## src/rtl/pcm_pkg.sv

```systemverilog
package pcm_pkg;
  typedef enum logic [1:0] {
    PM_RUN  = 2'd0,
    PM_IDLE = 2'd1,
    PM_DOWN = 2'd2
  } pm_state_e;

  localparam int PRESC_W     = 3;
  localparam int DIV_CNT_W   = 11;
  localparam int RESTART_CYC = 3;

  localparam int GATE_CORE   = 0;
  localparam int GATE_USB    = 1;
  localparam int GATE_PERIPH = 2;
  localparam int GATE_OSC    = 3;
  localparam int NUM_GATES   = 4;

  // log2 of the divide ratio for each prescaler code
  function automatic logic [3:0] div_shift(input logic [PRESC_W-1:0] code);
    case (code)
      3'd0:    div_shift = 4'd1;
      3'd1:    div_shift = 4'd2;
      3'd2:    div_shift = 4'd3;
      3'd3:    div_shift = 4'd4;
      3'd4:    div_shift = 4'd5;
      3'd5:    div_shift = 4'd7;
      3'd6:    div_shift = 4'd9;
      default: div_shift = 4'd11;
    endcase
  endfunction
endpackage

```

## src/rtl/pcm_mode_ctrl.sv

```systemverilog
module pcm_mode_ctrl
  import pcm_pkg::*;
#(
  parameter int RST_HOLD = RESTART_CYC
) (
  input  logic      clk,
  input  logic      rst_n,
  input  logic      wr,
  input  logic      wr_idle,
  input  logic      wr_pd,
  input  logic      irq,
  input  logic      rst_ext,
  input  logic      rst_lvd,
  input  logic      rst_dbg,
  input  logic      rst_wdt,
  input  logic      div_tick,
  output pm_state_e state,
  output logic      hold_rst
);
  localparam int HOLD_W = $clog2(RST_HOLD + 1);

  logic [HOLD_W-1:0] hold_cnt;
  logic              wake_hard;
  logic              wake_any;

  // watchdog reset only counts when the core clock runs
  assign wake_hard = rst_ext | rst_lvd | rst_dbg;
  assign wake_any  = wake_hard | (rst_wdt & (state == PM_RUN));
  assign hold_rst  = (hold_cnt != '0);

  always_ff @(posedge clk or negedge rst_n) begin
    if (!rst_n) begin
      state    <= PM_RUN;
      hold_cnt <= '0;
    end else if (wake_any) begin
      state    <= PM_RUN;
      hold_cnt <= HOLD_W'(RST_HOLD);
    end else begin
      if (hold_rst && div_tick) hold_cnt <= hold_cnt - 1'b1;
      case (state)
        PM_RUN: begin
          if (wr && !hold_rst) begin
            if (wr_pd)        state <= PM_DOWN;
            else if (wr_idle) state <= PM_IDLE;
          end
        end
        PM_IDLE: if (irq) state <= PM_RUN;
        default: ;
      endcase
    end
  end
endmodule

```

## src/rtl/pcm_prescaler.sv

```systemverilog
module pcm_prescaler
  import pcm_pkg::*;
#(
  parameter int CNT_W = DIV_CNT_W,
  parameter int CW    = PRESC_W
) (
  input  logic          clk,
  input  logic          rst_n,
  input  logic          run,
  input  logic [CW-1:0] code,
  output logic          tick
);
  logic [CNT_W-1:0] cnt;
  logic [CW-1:0]    cur_code;
  logic [CNT_W-1:0] lim;

  assign lim = CNT_W'((32'd1 << div_shift(cur_code)) - 32'd1);

  always_ff @(posedge clk or negedge rst_n) begin
    if (!rst_n) begin
      cnt      <= '0;
      cur_code <= '0;
      tick     <= 1'b0;
    end else if (!run) begin
      tick <= 1'b0;
    end else if (cnt == lim) begin
      cnt      <= '0;
      cur_code <= code;
      tick     <= 1'b1;
    end else begin
      cnt  <= cnt + 1'b1;
      tick <= 1'b0;
    end
  end
endmodule

```

## src/rtl/pcm_gate_bank.sv

```systemverilog
module pcm_gate_bank
  import pcm_pkg::*;
#(
  parameter int NG = NUM_GATES
) (
  input  logic          clk,
  input  logic          rst_n,
  input  pm_state_e     state,
  output logic [NG-1:0] gate
);
  logic [NG-1:0] want;

  always_comb begin
    for (int i = 0; i < NG; i++) want[i] = (state != PM_DOWN);
    want[GATE_CORE] = (state == PM_RUN);
  end

  for (genvar g = 0; g < NG; g++) begin : g_gate
    always_ff @(negedge clk or negedge rst_n) begin
      if (!rst_n) gate[g] <= 1'b1;
      else        gate[g] <= want[g];
    end
  end
endmodule

```

## src/rtl/pcm_clk_ctrl.sv

```systemverilog
module pcm_clk_ctrl
  import pcm_pkg::*;
(
  input  logic               clk_osc,
  input  logic               rst_n,
  input  logic               pcon_wr,
  input  logic               pcon_idle,
  input  logic               pcon_pd,
  input  logic [PRESC_W-1:0] presc_code,
  input  logic               irq_req,
  input  logic               sup_rst_ext,
  input  logic               sup_rst_lvd,
  input  logic               sup_rst_dbg,
  input  logic               sup_rst_wdt,
  output logic               core_clk_en,
  output logic               usb_clk_en,
  output logic               periph_clk_en,
  output logic               osc_en,
  output logic               core_tick,
  output logic               cpu_rst,
  output logic               mode_idle,
  output logic               mode_pd
);
  pm_state_e            state;
  logic                 div_tick;
  logic [NUM_GATES-1:0] gate;

  pcm_mode_ctrl #(.RST_HOLD(RESTART_CYC)) u_mode (
    .clk      (clk_osc),
    .rst_n    (rst_n),
    .wr       (pcon_wr),
    .wr_idle  (pcon_idle),
    .wr_pd    (pcon_pd),
    .irq      (irq_req),
    .rst_ext  (sup_rst_ext),
    .rst_lvd  (sup_rst_lvd),
    .rst_dbg  (sup_rst_dbg),
    .rst_wdt  (sup_rst_wdt),
    .div_tick (div_tick),
    .state    (state),
    .hold_rst (cpu_rst)
  );

  pcm_gate_bank #(.NG(NUM_GATES)) u_gates (
    .clk   (clk_osc),
    .rst_n (rst_n),
    .state (state),
    .gate  (gate)
  );

  pcm_prescaler #(.CNT_W(DIV_CNT_W), .CW(PRESC_W)) u_presc (
    .clk   (clk_osc),
    .rst_n (rst_n),
    .run   (gate[GATE_OSC]),
    .code  (presc_code),
    .tick  (div_tick)
  );

  assign core_clk_en   = gate[GATE_CORE];
  assign usb_clk_en    = gate[GATE_USB];
  assign periph_clk_en = gate[GATE_PERIPH];
  assign osc_en        = gate[GATE_OSC];
  assign core_tick     = div_tick & gate[GATE_CORE];
  assign mode_idle     = (state == PM_IDLE);
  assign mode_pd       = (state == PM_DOWN);
endmodule

```

## config.mk

```make
export PLATFORM = sky130hd
export DESIGN_NAME = pcm_clk_ctrl
export DESIGN_NICKNAME = d
export VERILOG_FILES = /design/src/rtl/pcm_pkg.sv /design/src/rtl/pcm_mode_ctrl.sv /design/src/rtl/pcm_prescaler.sv /design/src/rtl/pcm_gate_bank.sv /design/src/rtl/pcm_clk_ctrl.sv
export SDC_FILE = /design/constraint.sdc
export NUM_CORES = 1
export LEC_CHECK = 0
export CAP_MARGIN = 20
export CORE_UTILIZATION = 38
export DETAILED_ROUTE_END_ITERATION = 10
export GPL_TIMING_DRIVEN = 0
export PLACE_DENSITY = 0.66
export SETUP_SLACK_MARGIN = 0.4
export SLEW_MARGIN = 20
export SYNTH_ARGS = -nofsm -noshare
export SYNTH_HDL_FRONTEND = slang
export SYNTH_SLANG_ARGS = --single-unit
```

## constraint.sdc

```tcl
create_clock -name clk_osc -period 6.45 [get_ports clk_osc]
set_input_delay 1.29 -clock clk_osc [delete_from_list [all_inputs] [get_ports clk_osc]]
set_output_delay 1.29 -clock clk_osc [all_outputs]
set_load 0.02 [all_outputs]
```

==> flow_summary_export.csv, run 1 <==
group,metric,value,unit
logic_synthesis,syn_area,1305,um^2
logic_synthesis,synth.net_count,159,
min_path,hold_class,"register to register",
routing,drt_iter0_drc,35,
job,maxCapViolCount,0,
routing,drtPass1Iterations,4,
logic_synthesis,ys_seq_area_frac,0.4046,
routing,highest_layer,"met4",
worst_setup_path,path_delay_family,"buffers and inverters",
worst_setup_path,crit_arrival,4.69,ns
placed_design,dp.cells,207,
die,die_w,60.60,um
placed_design,globalplace.congestion,0.8240,
power_and_ir_drop,vdd_ir_drop_max,125.7,uV
cells_and_area,final_nets,185,
worst_setup_path,crit_fanout,2,
logic_synthesis,ys_seq_elements,21,
worst_setup_path,crit_chain,"clkdlybuf4s50_1",
cells_and_area,multiInputGateArea,675.6,um^2
sta,finalHoldViolCount,0,
sta,slew_headroom,0.3279,
die,coreArea,3153,um^2
logic_synthesis,synth_common_cells,"19 x dfrtp_1, 16 x nand2_1, 14 x nor2_1, 10 x inv_1, 7 x xnor2_1",
cells_and_area,post-route-cell-area,1615,um^2
sta,rsz0062_at_grt,"false",
clock_tree,cts_setup_buffers,0,
logic_synthesis,synth_warnings,0,
sta,maxSlewViolCount,0,
sta,clock_skew,0.05843,ns
clock_tree,numCtsBuffers,3,
grt,grt_pass1_vias,1084,
routing,via_per_inst,5.132,
sta,finalSetupTns,0,ns
clock_tree,ctsHoldBuffers,0,
routing,vias,1088,
die,ios,21,
logic_synthesis,synth_top_area_frac,0.3643,
worst_setup_path,path_buf_inv,1,
cells_and_area,regArea,528.0,um^2
cells_and_area,fillers,315,
worst_setup_path,cp-start-kind,"register",
clock_tree,cts_max_level,1,
grt,grt_pass1_wl,4698,um
logic_synthesis,synth_flop_cell,"dfrtp_1",
worst_setup_path,r2r_end,"u_presc.cur_code[0]",
cells_and_area,drive_gt1_frac,0.1190,
min_path,hold_path_depth,2,
worst_setup_path,crit_required,5.16,ns
worst_setup_path,rr_worst_depth,5,
logic_synthesis,synth_cells,143,
grt,grt-ovfl-total,0,
grt,grt_use_total,0.1700,
routing,dr_wl_met2,1361,um
worst_setup_path,cp_num_cells,1,
logic_synthesis,ys_types,41,
clock_tree,cts_tree,"built",
worst_setup_path,crit_path_start,"u_gates.gate[0]",
clock_tree,cts_root_buf,"clkbuf_4",
clock_tree,clkSinkCount,21,
cells_and_area,fin_cells,212,
worst_setup_path,end_kind,"output port",
worst_setup_path,rrSetupSlack,1.29,ns
sta,tightest_slew,0.9828,ns
placed_design,io_buffers,20,
logic_synthesis,syn_avg_cell_area,9.126,um^2
outcome,status,"finished, final reports clean",
clock_tree,clk_pin_slew,0.12,ns
placed_design,dpl_cell_area,1560,um^2
clock_tree,clk_path_buf_depth,2,
routing,wl_met3,54,um
power_and_ir_drop,p_leak,0.6944,nW
worst_setup_path,max_stage_delay,0.60,ns
logic_synthesis,synth_top_cell_by_area,"dfrtp_1",
worst_setup_path,critPathCapture,"core_clk_en",
grt,antenna_found_initial,0,
sta,setup_viol,0,
placed_design,hpwl,2063,um
die,die_h,60.60,um
worst_setup_path,critical-path-slowest-cell,"clkdlybuf4s50_1",
grt,grt_max_degree,22,
cells_and_area,area_growth,23.78,%
die,rows,20,
clock_tree,clk_latency,0.35,ns
routing,wl_met1,1258,um
die,initial_utilization,0.4139,
routing,wire_per_inst,12.73,um
logic_synthesis,synth.area.top_cells,"dfrtp_1 36%, xnor2_1 4.7%, nand2_1 4.6%",
routing,drt_wl_total,2698,um
worst_setup_path,path_class,"register to output port",
routing,drc_errors,0,
routing,ant_nets,0,
worst_setup_path,r2r_start,"u_gates.gate[2]",
die,die_area,3672,um^2
logic_synthesis,synth.most_common_cell,"dfrtp_1",
logic_synthesis,synth-edff-count,0,
cells_and_area,n_antenna_cell,0,
logic_synthesis,synthArstFlopShare,1.000,
power_and_ir_drop,power_density,317.8,nW/um^2
[logic make-up after synthesis]
logic type,Yosys count,share of synthesized area
AOI/OAI and AO/OA,27,0.1611
other,1,0.002874
and+or+nand+nor,57,0.2253
muxes,3,0.02589
DFF,21,0.4046
adders and majority gates,3,0.02877
buffers and inverters,20,0.07766
xor gates and xnor gates,11,0.07382
[metrics by stage]
stage                     setup WS, ns  total power, W  hold WS (ns)    util
after floorplan                  1.124       0.0003579        0.4775       -
after global placement          0.7168       0.0004044        0.4931  0.4948
after detailed placement        0.7056       0.0004109        0.5154  0.4948
after CTS                       0.4105       0.0005157        0.5447  0.5115
after global routing            0.4250       0.0005511        0.5854  0.5123
final                           0.4714       0.0005133        0.5364  0.5123
[worst min path at each step]
stage,from,end,slack [ns]
finish,u_mode.hold_cnt[1],u_mode.hold_cnt[1],0.54
global route,u_mode.hold_cnt[1],u_mode.hold_cnt[1],0.59
CTS,u_mode.hold_cnt[1],u_mode.hold_cnt[1],0.54
detailed placement,u_mode.hold_cnt[1],u_mode.hold_cnt[1],0.52
global placement,u_mode.hold_cnt[1],u_mode.hold_cnt[1],0.49
floorplan,u_mode.hold_cnt[1],u_mode.hold_cnt[1],0.48
[routing by layer]
metal	global-route usage	vias up
met5	0	-
met4	0.07143	0
met3	0.01279	2
met2	0.2873	16
met1	0.2257	523
li1	-	547
[placed cells by master (no fill, tap or decap), drive strengths merged, types with 3 or more instances in the layout]
master         count
dfrtp             19
nand2             16
clkdlybuf4s50     16
nor2              14
inv               11
xnor2              7
buf                7
a21oi              6
nand3              6
clkbuf             6
nand4              5
xor2               4
nor3               4
o22ai              4
a21o               3
mux2               3
ha                 3
dlygate4sd2        3
a2111oi            3
[power by group]
part           switching, W  total (W)  internal, W  leakage [nW]
combinational      0.000128   0.000222    0.0000936         0.393
sequential        0.0000263   0.000185     0.000158         0.263
clock             0.0000428   0.000107    0.0000643        0.0386
[cell type report]
| type | instances | share of cell area |
|---|---|---|
| multi-input cells | 102 | 0.4183 |
| flip-flops and latches | 21 | 0.3269 |
| repair buffers | 20 | 0.1232 |
| plain buffers | 10 | 0.03950 |
| well taps | 44 | 0.03408 |
| clock inverters | 3 | 0.02324 |
| inverters | 9 | 0.02091 |
| clock buffers | 3 | 0.01394 |
[registers in the layout (all words and copies together) (netlist names)]
name and cells:
u_presc.cnt 11, u_presc.cur_code 3, u_gates.gate 2, u_mode.hold_cnt 2, u_mode.state 2, u_presc.tick 1
[repair_timing]
item | CTS | global route
pin swaps | 0 | 0
gates cloned | 0 | 0
resized for setup | 3 | 1
endpoints found under the hold margin | 0 | 0
endpoints found under the setup margin | 3 | 1
No activity file was read; power rests on OpenSTA's default activity.
==> run 2: changes to the inputs <==
Settings changed: CAP_MARGIN 20 to unset.
==> results of run 2 <==
The final DEF is identical to that of run 1; final timing and power are the same.
